--- config.mk ---
export PLATFORM = sky130hd
export DESIGN_NAME = row_seq
export DESIGN_NICKNAME = d
export VERILOG_FILES = /design/src/rtl/rowseq_pkg.sv /design/src/rtl/rowseq_tick_gen.sv /design/src/rtl/rowseq_seg_timer.sv /design/src/rtl/row_seq.sv
export SDC_FILE = /design/constraint.sdc
export NUM_CORES = 1
export LEC_CHECK = 0
export BUFFER_PORTS_ARGS = -buffer_cell sky130_fd_sc_hd__buf_2
export CAP_MARGIN = 0
export CORE_UTILIZATION = 54
export CTS_BUF_LIST = sky130_fd_sc_hd__clkbuf_4 sky130_fd_sc_hd__clkbuf_8 sky130_fd_sc_hd__clkbuf_16
export DETAILED_ROUTE_END_ITERATION = 7
export PLACE_DENSITY_LB_ADDON = 0.25
export SLEW_MARGIN = 20
export SYNTH_ARGS = -nofsm -noshare
export SYNTH_HDL_FRONTEND = slang
export SYNTH_SLANG_ARGS = --single-unit
--- constraint.sdc ---
create_clock -name clk -period 2.2 [get_ports clk]
set_input_delay 0.11 -clock clk [delete_from_list [all_inputs] [get_ports clk]]
set_output_delay 0.11 -clock clk [all_outputs]
set_load 0.01 [all_outputs]
--- src/rtl/rowseq_pkg.sv ---
package rowseq_pkg;
   typedef enum logic [1:0] {
      OP_HALT = 2'b00,
      OP_PLAY = 2'b01,
      OP_REC  = 2'b10,
      OP_CUE  = 2'b11
   } rowseq_op_e;
endpackage

--- src/rtl/rowseq_tick_gen.sv ---
module rowseq_tick_gen #(
   parameter int CLKS_PER_TICK = 1
) (
   input  logic clk,
   input  logic rst_n,
   input  logic clear,
   output logic tick
);
   logic half;

   // divide the incoming clock by two; only the enable phase is used
   always_ff @(posedge clk) begin
      if (!rst_n || clear) half <= 1'b0;
      else                 half <= ~half;
   end

   generate
      if (CLKS_PER_TICK < 1) begin : g_bad
         $error("CLKS_PER_TICK must be at least 1");
      end
      if (CLKS_PER_TICK == 1) begin : g_direct
         assign tick = half;
      end else begin : g_count
         localparam int CW = $clog2(CLKS_PER_TICK);
         localparam logic [CW-1:0] LAST = CW'(CLKS_PER_TICK - 1);
         logic [CW-1:0] cnt;
         always_ff @(posedge clk) begin
            if (!rst_n || clear)  cnt <= '0;
            else if (half)        cnt <= (cnt == LAST) ? '0 : cnt + 1'b1;
         end
         assign tick = half && (cnt == LAST);
         a_r3_cnt_bound: assert property (@(posedge clk) disable iff (!rst_n)
            cnt <= LAST);
      end
   endgenerate
endmodule

--- src/rtl/rowseq_seg_timer.sv ---
module rowseq_seg_timer #(
   parameter int ROW_TICKS     = 1600,
   parameter int CUE_ROW_TICKS = 1000
) (
   input  logic       clk,
   input  logic       rst_n,
   input  logic       clear,
   input  logic       run,
   input  logic       cue,
   input  logic       prelude,
   input  logic       tick,
   output logic       seg_done,
   output logic [2:0] seg_idx,
   output logic       pull_low
);
   localparam int NORM_SEG = ROW_TICKS / 8;
   localparam int CUE_SEG  = CUE_ROW_TICKS / 8;
   localparam int MAX_SEG  = (NORM_SEG > CUE_SEG) ? NORM_SEG : CUE_SEG;
   localparam int SEG_W    = (MAX_SEG > 1) ? $clog2(MAX_SEG) : 1;
   localparam logic [SEG_W-1:0] NORM_M1 = SEG_W'(NORM_SEG - 1);
   localparam logic [SEG_W-1:0] CUE_M1  = SEG_W'(CUE_SEG - 1);

   generate
      if (ROW_TICKS % 8 != 0 || ROW_TICKS < 8) begin : g_bad_row
         $error("ROW_TICKS must be a positive multiple of 8");
      end
      if (CUE_ROW_TICKS % 8 != 0 || CUE_ROW_TICKS < 8) begin : g_bad_cue
         $error("CUE_ROW_TICKS must be a positive multiple of 8");
      end
   endgenerate

   logic [SEG_W-1:0] seg_cnt;
   logic [SEG_W-1:0] len_m1;
   logic             in_pre;
   logic             boundary;

   assign len_m1   = cue ? CUE_M1 : NORM_M1;
   assign boundary = run && tick && (seg_cnt == len_m1);
   assign seg_done = boundary && !in_pre;
   assign pull_low = run && !in_pre && (seg_idx == 3'd7);

   always_ff @(posedge clk) begin
      if (!rst_n) begin
         seg_cnt <= '0;
         seg_idx <= '0;
         in_pre  <= 1'b0;
      end else if (clear) begin
         seg_cnt <= '0;
         seg_idx <= '0;
         in_pre  <= prelude;
      end else if (run && tick) begin
         if (boundary) begin
            seg_cnt <= '0;
            if (in_pre) in_pre  <= 1'b0;
            else        seg_idx <= seg_idx + 3'd1;
         end else begin
            seg_cnt <= seg_cnt + 1'b1;
         end
      end
   end

   a_r4_seg_bound: assert property (@(posedge clk) disable iff (!rst_n)
      run |-> seg_cnt <= len_m1);
   a_r5_pre_quiet: assert property (@(posedge clk) disable iff (!rst_n)
      in_pre |-> !pull_low && !seg_done);
endmodule

--- src/rtl/row_seq.sv ---
module row_seq
   import rowseq_pkg::*;
#(
   parameter int ROWS          = 2400,
   parameter int ROW_TICKS     = 1600,
   parameter int CUE_ROW_TICKS = 1000,
   parameter int CLKS_PER_TICK = 1,
   localparam int ADDR_W       = $clog2(ROWS)
) (
   input  logic              clk,
   input  logic              rst_n,
   input  logic              cmd_valid,
   input  logic [1:0]        cmd_op,
   input  logic [ADDR_W-1:0] cmd_addr,
   input  logic [7:0]        marker_bits,
   output logic [ADDR_W-1:0] row_addr,
   output logic              busy,
   output logic              eom_pulse,
   output logic              ovf_pulse,
   output logic              row_clk_pull_low
);
   localparam logic [ADDR_W-1:0] LAST_ROW = ADDR_W'(ROWS - 1);

   generate
      if (ROWS < 2) begin : g_bad_rows
         $error("ROWS must be at least 2");
      end
   endgenerate

   rowseq_op_e op_in, mode;
   logic       addr_ok, accept, start, tick, seg_done, pull_low;
   logic       marker_hit, row_end;
   logic [2:0] seg_idx;

   assign op_in   = rowseq_op_e'(cmd_op);
   assign addr_ok = {1'b0, cmd_addr} < (ADDR_W + 1)'(ROWS);
   assign accept  = cmd_valid && (op_in == OP_HALT || addr_ok);
   assign start   = accept && (op_in != OP_HALT);

   rowseq_tick_gen #(.CLKS_PER_TICK(CLKS_PER_TICK)) u_tick (
      .clk   (clk),
      .rst_n (rst_n),
      .clear (start),
      .tick  (tick)
   );

   rowseq_seg_timer #(.ROW_TICKS(ROW_TICKS), .CUE_ROW_TICKS(CUE_ROW_TICKS)) u_seg (
      .clk      (clk),
      .rst_n    (rst_n),
      .clear    (start),
      .run      (busy),
      .cue      (mode == OP_CUE),
      .prelude  (op_in == OP_REC),
      .tick     (tick),
      .seg_done (seg_done),
      .seg_idx  (seg_idx),
      .pull_low (pull_low)
   );

   assign marker_hit       = (mode != OP_REC) && marker_bits[seg_idx];
   assign row_end          = seg_idx == 3'd7;
   assign row_clk_pull_low = pull_low;

   always_ff @(posedge clk) begin
      if (!rst_n) begin
         busy      <= 1'b0;
         mode      <= OP_HALT;
         row_addr  <= '0;
         eom_pulse <= 1'b0;
         ovf_pulse <= 1'b0;
      end else begin
         eom_pulse <= 1'b0;
         ovf_pulse <= 1'b0;
         if (start) begin
            busy     <= 1'b1;
            mode     <= op_in;
            row_addr <= cmd_addr;
         end else if (accept) begin
            busy <= 1'b0;
         end else if (busy && seg_done) begin
            if (marker_hit) begin
               // marker outranks end of memory on the same segment
               eom_pulse <= 1'b1;
               busy      <= 1'b0;
               if (mode == OP_CUE)
                  row_addr <= (row_addr == LAST_ROW) ? '0 : row_addr + 1'b1;
            end else if (row_end) begin
               if (row_addr == LAST_ROW) begin
                  ovf_pulse <= 1'b1;
                  busy      <= 1'b0;
               end else begin
                  row_addr <= row_addr + 1'b1;
               end
            end
         end
      end
   end

   a_r11_exclusive: assert property (@(posedge clk) disable iff (!rst_n)
      !(eom_pulse && ovf_pulse));
   a_r11_eom_single: assert property (@(posedge clk) disable iff (!rst_n)
      eom_pulse |=> !eom_pulse);
   a_r11_ovf_single: assert property (@(posedge clk) disable iff (!rst_n)
      ovf_pulse |=> !ovf_pulse);
   a_r4_idle_release: assert property (@(posedge clk) disable iff (!rst_n)
      !busy |-> !row_clk_pull_low);
   a_r9_ovf_at_top: assert property (@(posedge clk) disable iff (!rst_n)
      ovf_pulse |-> (row_addr == LAST_ROW) && !busy);
   a_r2_addr_range: assert property (@(posedge clk) disable iff (!rst_n)
      {1'b0, row_addr} < (ADDR_W + 1)'(ROWS));
   a_r3_addr_step: assert property (@(posedge clk) disable iff (!rst_n)
      busy && $past(busy) && !$past(cmd_valid) |->
         (row_addr == $past(row_addr)) || (row_addr == $past(row_addr) + 1'b1));
   a_r10_halt: assert property (@(posedge clk) disable iff (!rst_n)
      cmd_valid && op_in == OP_HALT |=> !busy && !eom_pulse && !ovf_pulse);
endmodule

==> results.sh, run 1 <==
export IMPL_status="finished, final reports clean"
export IMPL_synthTopCellsByArea="dfxtp_1 33%, a21oi_1 7.4%, mux2_2 4.9%"
export IMPL_core_mm2=0.00313
export IMPL_post_drt_wl_per_cell_um=14.6
export IMPL_max_vdd_ir_drop_v=0.000431
export IMPL_finalHoldViolCount=0
export IMPL_critPathMaxStageDelay_ns=0.57
export IMPL_place_congestion=0.835
export IMPL_drt_total_wl_um=4590
export IMPL_syn_num_nets=246
export IMPL_tightestPinTransition_ns=0.548
export IMPL_antenna_found_initial=0
export IMPL_cellLeakagePower_nw=0.910
export IMPL_finalNetCount=298
export IMPL_dp_worst_setup_slack_ns=0.148
export IMPL_min_path_type="in -> reg"
export IMPL_seq_area_frac_synth_pct=32.7
export IMPL_critPathMaxFanout=7
export IMPL_die_h_um=60.3
export IMPL_cts_buffers=5
export IMPL_worst_setup_path_end_kind="register"
export IMPL_crit_chain="and3_1 > nand4_1 > a2111o_1 > o22a_2 > nor2_8 > a211oi_1"
export IMPL_die_w_um=60.3
export IMPL_crit_type="reg -> reg"
export IMPL_ios=41
export IMPL_place_inst=305
export IMPL_rr_startpoint="u_seg.seg_cnt[4]"
export IMPL_synth_seq_cells=30
export IMPL_hold_end="u_seg.in_pre"
export IMPL_route_vias_total=1789
export IMPL_clockBufferDepth=2
export IMPL_grt_max_degree=16
export IMPL_drt_first_pass_iters=4
export IMPL_hp_start="rst_n"
export IMPL_drive_above_1_share_pct=30.7
export IMPL_grtUsageTotal_pct=26.7
export IMPL_cp_start_kind="register"
export IMPL_h_tree_depth=2
export IMPL_cpLargestDelayFamily="compound AO/OA/AOI/OAI gates"
export IMPL_remaining_drc_errors=0
export IMPL_clk_latency_ns=0.33
export IMPL_crit_path_top_delay_cell="a2111o_1"
export IMPL_cts_tree="yes"
export IMPL_grt_pass1_vias=1604
export IMPL_synth_top_cell_area_share_pct=32.7
export IMPL_ant_nets=0
export IMPL_fin_ws_ns=0.0698
export IMPL_setup_viol=0
export IMPL_layout_commonest_cell="buf_2"
export IMPL_syn_area_mm2=0.00183
export IMPL_most_common_layout_cells="40 x buf_2, 29 x dfxtp_1, 27 x a21oi_1"
export IMPL_whs_path_depth=3
export IMPL_drt_iter0_markers=88
export IMPL_fin_skew_ns=0.00596
export IMPL_reg2reg_to="row_addr[11]"
export IMPL_yosys_area_top_type="dfxtp_1"
export IMPL_clockRootBuffer="clkbuf_4"
export IMPL_fin_cells=314
export IMPL_min_period_ns=2.13
export IMPL_drv_slew=0
export IMPL_cts_sinks=30
export IMPL_synth_edf_count=0
export IMPL_area_delta_synth_final_pct=20.2
export IMPL_crit_buf_inv=0
export IMPL_worst_hold_slack_ns=0.0378
export IMPL_port_buffers=40
export IMPL_cp_required_ns=2.40
export IMPL_synthDistinctLibCells=45
export IMPL_r2r_cells=6
export IMPL_synth_flop_cell="dfxtp_1"
export IMPL_syn_avg_cell_area_um2=8.45
export IMPL_drv_cap=0
export IMPL_cellPowerDensity_mw_per_mm2=524
export IMPL_period_share_pct=96.8
export IMPL_n_antenna_cell=0
export IMPL_max_freq_ghz=0.469
export IMPL_grt_pass1_wl_um=7200
export IMPL_dpl_hpwl_um=3320
export IMPL_initial_utilization_pct=58.6
export IMPL_setup_tns_ns=0
export IMPL_die_area_mm2=0.00363
export IMPL_reg2reg_setup_slack_ns=0.07
export IMPL_syn_inst=217
export IMPL_viasPerCell=5.70
export IMPL_async_reset_ff_share_pct=0
export IMPL_rsz0062_at_grt="no"
export IMPL_fill_cells=276
export IMPL_arrival_ns=2.33
export IMPL_clk_pin_slew_ns=0.10
export IMPL_cts_setup_buffers=0
export IMPL_slew_headroom_pct=63.4
export IMPL_core_rowCount=20
export IMPL_synth_warnings=0
export IMPL_globalRouteOverflowTotal=0
-- what timing repair did --
action	CTS	global route
endpoints found under the setup margin	0	6
hold buffers	0	0
resized for setup	0	2
-- worst max path at each step --
stage / startpoint / endpoint / slack (ns) / cells after the start
3_3_place_gp: u_seg.seg_cnt[3] / row_addr[0] / 0.20 / 6
2_1_floorplan: u_seg.seg_cnt[3] / row_addr[2] / 0.31 / 7
4_1_cts: u_seg.seg_cnt[3] / row_addr[8] / 0.12 / 6
3_5_place_dp: u_seg.seg_cnt[3] / row_addr[0] / 0.15 / 6
6_report: u_seg.seg_cnt[4] / row_addr[11] / 0.07 / 6
5_1_grt: u_seg.seg_cnt[4] / row_addr[11] / 0.008 / 6
-- synthesized netlist by cell type, drive strengths merged, types with 2 or more instances --
library cell  count
xor2             10
and3              4
o21a              2
buf               5
ha                4
clkbuf            2
nor3             11
xnor2             7
nand4             7
mux2i             3
o22ai             2
nor2             19
a21oi            27
nor3b             4
and2              2
a211oi            7
dfxtp            30
inv               4
mux2              8
o21ai             7
nor2b             2
nand3            10
nand2b            3
nand2            23
-- final cells by class --
type | instances | area (um2) | share of cell area, %
timing repair buffer | 51 | 283 | 12.8
multi-input combinational | 177 | 1190 | 53.8
clock inverter | 1 | 5.00 | 0.227
clock buffer | 7 | 58.8 | 2.67
inverter | 4 | 15.0 | 0.681
tap | 44 | 55.1 | 2.50
sequential | 30 | 602 | 27.3
-- registers in the layout (all words and copies together) (netlist names) --
register / cells
eom_pulse: 1
u_tick.tick: 1
row_addr: 12
busy: 1
u_seg.in_pre: 1
ovf_pulse: 1
mode: 2
u_seg.seg_idx: 3
u_seg.seg_cnt: 8
-- routing by layer --
metal	GRT usage, %	part of all wire (%)	vias up
met5	0	0	-
met4	11.0	2.2	0
met3	6.71	4.7	11
met2	43.5	48	57
met1	33.2	45	826
li1	-	-	895
-- worst reg2reg max path: cells and delay by family (launching register included) --
kind | cells | cell delay (ns)
flops | 1 | 0.41
simple gates | 3 | 0.60
compound gates | 3 | 0.98
-- power by group --
part / leakage, nW / internal, W / switching [W]
Sequential: 0.244 / 0.000560 / 0.0000187
Combinational: 0.628 / 0.0000957 / 0.000118
Clock: 0.0387 / 0.000167 / 0.000196
-- stage by stage --
step	power [W]	area (um2)	util (%)
detailed placement	0.000796	2120	67.8
global placement	0.000792	2120	67.8
CTS	0.00114	2190	69.9
floorplan	0.000721	1830	-
global route	0.00120	2200	70.5
finish	0.00116	2200	70.5
-- logic make-up after synthesis --
family	count (synthesis)	synth area share (%)
AO/OA/AOI/OAI	53	19.9
XOR/XNOR	17	8.12
adder cells (fa/ha/maj)	4	2.73
buffers and inverters	11	3.55
flip-flops	30	32.7
multiplexers	11	6.55
AND/OR/NAND/NOR	91	26.4
Power figures use the tool's default switching activity.
==> run 2: changes to the inputs <==
Settings changed: GPL_ROUTABILITY_DRIVEN set to 0, RECOVER_POWER set to 25.
==> run 2 against run 1 <==
Against the previous run: sequential cell count is the same; critical path depth unchanged; clock skew rose by 0.00081 ns; largest power group unchanged; largest cell class unchanged; non-clock buffer count unchanged; sequential share of layout area increased by 0.22 points.
==> results.sh, run 2 (synthesis gave the netlist of run 1 again) <==
export IMPL_grtUsageTotal_pct=26.7
export IMPL_port_buffers=40
export IMPL_cellLeakagePower_nw=0.870
export IMPL_top_regs="row_addr (12), u_seg.seg_cnt (8), u_seg.seg_idx (3)"
export IMPL_area_delta_synth_final_pct=19.2
export IMPL_clk_pin_slew_ns=0.10
export IMPL_rsz0062_at_grt="no"
export IMPL_cpLargestDelayFamily="compound AO/OA/AOI/OAI gates"
export IMPL_drv_cap=0
export IMPL_drt_iter0_markers=113
export IMPL_finalHoldViolCount=0
export IMPL_crit_path_top_delay_cell="a2111o_1"
export IMPL_core_mm2=0.00313
export IMPL_core_rowCount=20
export IMPL_drive_above_1_share_pct=27.0
export IMPL_dpl_hpwl_um=3320
export IMPL_tightestPinTransition_ns=0.546
export IMPL_worst_setup_path_end_kind="register"
export IMPL_grt_max_degree=16
export IMPL_drt_total_wl_um=4560
export IMPL_cts_tree="yes"
export IMPL_min_period_ns=2.14
export IMPL_grt_pass1_vias=1604
export IMPL_critPathMaxFanout=7
export IMPL_cellPowerDensity_mw_per_mm2=525
export IMPL_arrival_ns=2.34
export IMPL_clk_latency_ns=0.33
export IMPL_crit_buf_inv=0
export IMPL_place_inst=305
export IMPL_fill_cells=282
export IMPL_regMostFlops="row_addr"
export IMPL_ff_latch_area_um2=602
export IMPL_most_common_layout_cells="32 x buf_2, 29 x dfxtp_1, 27 x a21oi_1"
export IMPL_finalNetCount=298
export IMPL_setup_tns_ns=0
export IMPL_drv_slew=0
export IMPL_min_path_type="in -> reg"
export IMPL_grt_pass1_wl_um=7200
export IMPL_reg2reg_setup_slack_ns=0.06
export IMPL_die_h_um=60.3
export IMPL_ios=41
export IMPL_max_vdd_ir_drop_v=0.000421
export IMPL_cp_required_ns=2.40
export IMPL_cts_sinks=30
export IMPL_ant_nets=0
export IMPL_status="finished, final reports clean"
export IMPL_period_share_pct=97.3
export IMPL_setup_viol=0
export IMPL_clockBufferDepth=2
export IMPL_crit_type="reg -> reg"
export IMPL_largest_reg_flops=12
export IMPL_fin_cells=314
export IMPL_initial_utilization_pct=58.6
export IMPL_crit_chain="and3_1 > nand4_1 > a2111o_1 > o22a_2 > nor2_8 > a211oi_1"
export IMPL_globalRouteOverflowTotal=0
export IMPL_critPathMaxStageDelay_ns=0.57
export IMPL_die_w_um=60.3
export IMPL_clockRootBuffer="clkbuf_4"
export IMPL_cp_start_kind="register"
export IMPL_multi_input_area_mm2=0.00119
export IMPL_drt_first_pass_iters=4
export IMPL_fin_skew_ns=0.00677
export IMPL_cts_buffers=5
export IMPL_cts_setup_buffers=0
export IMPL_max_freq_ghz=0.467
export IMPL_viasPerCell=5.70
export IMPL_route_vias_total=1790
export IMPL_post_drt_wl_per_cell_um=14.5
export IMPL_die_area_mm2=0.00363
export IMPL_slew_headroom_pct=63.6
export IMPL_n_antenna_cell=0
export IMPL_h_tree_depth=2
export IMPL_antenna_found_initial=0
export IMPL_layout_commonest_cell="buf_2"
export IMPL_remaining_drc_errors=0
## run 2: cell count changes in the layout (fill, tap and decap cells not counted), sizes merged
cell    before  now
clkbuf       7   17
buf         51   41
## run 2: worst register-to-register path, cell delays in order (launching register included)
cell      delay, ns
dfxtp_1        0.41
and3_1         0.25
nand4_1        0.18
a2111o_1       0.57
o22a_2         0.32
nor2_8         0.18
a211oi_1       0.09
## run 2: per-layer routing
metal | vias to the layer above | GRT usage, % | routed length (um)
met2 | 56 | 43.5 | 2250
met5 | - | 0 | 0
met4 | 0 | 11.0 | 106
met3 | 11 | 6.71 | 171
met1 | 828 | 33.2 | 2030
li1 | 895 | - | -
## run 2: what timing repair did
action	4_1_cts	5_1_grt
resized for setup	0	2
endpoints found under the hold margin	0	0
hold buffers	0	0
setup endpoints to repair	0	6
## run 2: metrics by stage
stage / util (%) / hold slack [ns] / worst slack, ns / total power [W] / instance area, um2
after detailed placement: 67.8 / 0.378 / 0.148 / 0.000796 / 2120
after floorplan: - / 0.226 / 0.308 / 0.000721 / 1830
after CTS: 69.9 / 0.0329 / 0.119 / 0.00114 / 2190
final: 69.9 / 0.0372 / 0.0602 / 0.00115 / 2190
after global routing: 69.9 / 0.0450 / 0.00834 / 0.00120 / 2190
after global placement: 67.8 / 0.372 / 0.196 / 0.000792 / 2120
## run 2: final cells by class
| class | instances | share of cell area [%] |
|---|---|---|
| clock buffer | 7 | 2.69 |
| multi-input combinational | 177 | 54.2 |
| sequential | 30 | 27.5 |
| timing repair buffer | 51 | 12.1 |
| tap | 44 | 2.52 |
| inverter | 4 | 0.686 |
| clock inverter | 1 | 0.229 |
## run 2: worst paths after layout
path / startpoint / endpoint / depth (start not counted)
worst min register to register: u_tick.tick / u_tick.tick / 1
worst max-delay path: u_seg.seg_cnt[4] / row_addr[11] / 6
worst min-delay path: rst_n / u_seg.in_pre / 3
worst max register to register: u_seg.seg_cnt[4] / row_addr[11] / 6
## run 2: where the power goes
part           total, W  internal (W)  switching, W
clock network  0.000360      0.000167      0.000193
registers      0.000579      0.000560     0.0000188
logic          0.000209     0.0000921      0.000117
==> run 3: changes to the inputs <==
Settings changed: CORE_UTILIZATION 54 to 35.
==> run 3 against run 2 <==
Against the previous run: die area increased by 52%; cell area up 6.9%; maximum frequency increased by 2.4%; global-route usage is 8.3 points lower; power increased by 12%; clock skew shrank 0.00094 ns; utilization shrank 22 points; combinational power is 11% higher; critical path type unchanged; routed wire length increased by 4.3%; critical endpoint unchanged; via count fell by 1.1%.
==> results.sh, run 3 (synthesis gave the netlist of run 1 again) <==
export IMPL_status="finished, final reports clean"
export IMPL_remaining_drc_errors=0
export IMPL_most_common_layout_cells="36 x buf_2, 30 x dfxtp_1, 27 x a21oi_1"
export IMPL_fin_cells=348
export IMPL_cellPowerDensity_mw_per_mm2=550
export IMPL_port_buffers=40
export IMPL_grt_pass1_vias=1584
export IMPL_n_antenna_cell=0
export IMPL_viasPerCell=5.09
export IMPL_fin_skew_ns=0.00583
export IMPL_post_drt_wl_per_cell_um=13.7
export IMPL_regMostFlops="row_addr"
export IMPL_min_period_ns=2.09
export IMPL_clockBufferDepth=2
export IMPL_ant_nets=0
export IMPL_tightestPinTransition_ns=0.645
export IMPL_dpl_hpwl_um=3500
export IMPL_max_vdd_ir_drop_v=0.000329
export IMPL_drt_iter0_markers=116
export IMPL_cellLeakagePower_nw=0.948
export IMPL_core_rowCount=25
export IMPL_period_share_pct=95.0
export IMPL_route_vias_total=1770
export IMPL_ctsHoldBuffers=0
export IMPL_min_path_type="in -> reg"
export IMPL_finalNetCount=309
export IMPL_area_delta_synth_final_pct=27.5
export IMPL_cp_required_ns=2.40
export IMPL_largest_reg_flops=12
export IMPL_placed_cell_area_mm2=0.00222
export IMPL_clockRootBuffer="clkbuf_8"
export IMPL_initial_utilization_pct=37.6
export IMPL_clk_pin_slew_ns=0.07
export IMPL_die_area_mm2=0.00553
export IMPL_ios=41
export IMPL_h_tree_depth=2
export IMPL_layout_commonest_cell="buf_2"
export IMPL_die_w_um=74.4
export IMPL_die_h_um=74.4
export IMPL_clk_latency_ns=0.29
export IMPL_slew_headroom_pct=56.9
export IMPL_top_regs="row_addr (12), u_seg.seg_cnt (8), u_seg.seg_idx (3)"
export IMPL_drv_cap=0
export IMPL_drt_first_pass_iters=4
export IMPL_grtUsageTotal_pct=18.4
export IMPL_drv_slew=0
export IMPL_cts_tree="yes"
export IMPL_place_inst=336
export IMPL_grt_max_degree=20
export IMPL_cts_sinks=30
export IMPL_antenna_found_initial=0
export IMPL_utilization_pct=47.9
export IMPL_design_area_mm2=0.00234
export IMPL_max_freq_ghz=0.478
export IMPL_core_mm2=0.00488
export IMPL_worst_setup_path_end_kind="register"
export IMPL_globalRouteOverflowTotal=0
export IMPL_drive_above_1_share_pct=29.5
export IMPL_crit_type="reg -> reg"
export IMPL_grt_pass1_wl_um=7520
export IMPL_finalHoldViolCount=0
export IMPL_setup_viol=0
export IMPL_drt_total_wl_um=4750
export IMPL_cts_buffers=5
export IMPL_arrival_ns=2.29
export IMPL_cp_start_kind="register"
export IMPL_critPathMaxFanout=7
run 3: stage by stage:
stage / hold slack [ns] / total power [W] / setup WS, ns / TNS (ns)
after global routing: 0.0731 / 0.00134 / -0.00704 / -0.0115
after CTS: 0.0756 / 0.00129 / 0.00598 / 0
after detailed placement: 0.379 / 0.000814 / 0.00934 / 0
after global placement: 0.378 / 0.000814 / 0.00752 / 0
after floorplan: 0.226 / 0.000721 / 0.308 / 0
final: 0.0772 / 0.00129 / 0.110 / 0
run 3: repair_timing:
item / CTS / global route
resized for setup: 0 / 1
setup endpoints to repair: 7 / 12
pin swaps: 1 / 2
setup buffers: 0 / 4
run 3: power by group:
group	leakage, nW	internal (W)	switching, W	total, W
clock network	0.0517	0.000264	0.000218	0.000482
logic	0.652	0.000104	0.000128	0.000232
registers	0.243	0.000561	0.0000114	0.000572
total	0.948	0.000929	0.000358	0.00129
run 3: worst paths after layout:
path / start / endpoint / slack [ns] / cells past startpoint
setup / recovery: u_seg.seg_idx[0] / row_addr[11] / 0.11 / 6
hold / removal: rst_n / u_seg.in_pre / 0.08 / 3
setup reg to reg: u_seg.seg_idx[0] / row_addr[11] / 0.11 / 6
hold reg to reg: u_tick.tick / u_tick.tick / 0.43 / 1
run 3: layout make-up:
class	instances	area [um2]
Fill cell	530	2540
Clock inverter	1	5.00
Tap cell	67	83.8
Timing Repair Buffer	63	370
Sequential cell	30	601
Inverter	4	15.0
Multi-Input combinational cell	176	1170
Clock buffer	7	90.1
run 3: critical path: stages (launching register included):
cell and delay, ns:
dfxtp_1 0.48, mux2_2 0.38, o22ai_1 0.33, or3b_4 0.24, a31o_2 0.29, nor2_8 0.10
a211oi_1 0.20
run 3: per-layer routing:
metal  GRT usage, %  wire [um]
met2           28.6       2170
met1           24.3       2240
met3           6.10        293
met4           5.03         56
met5              0          0
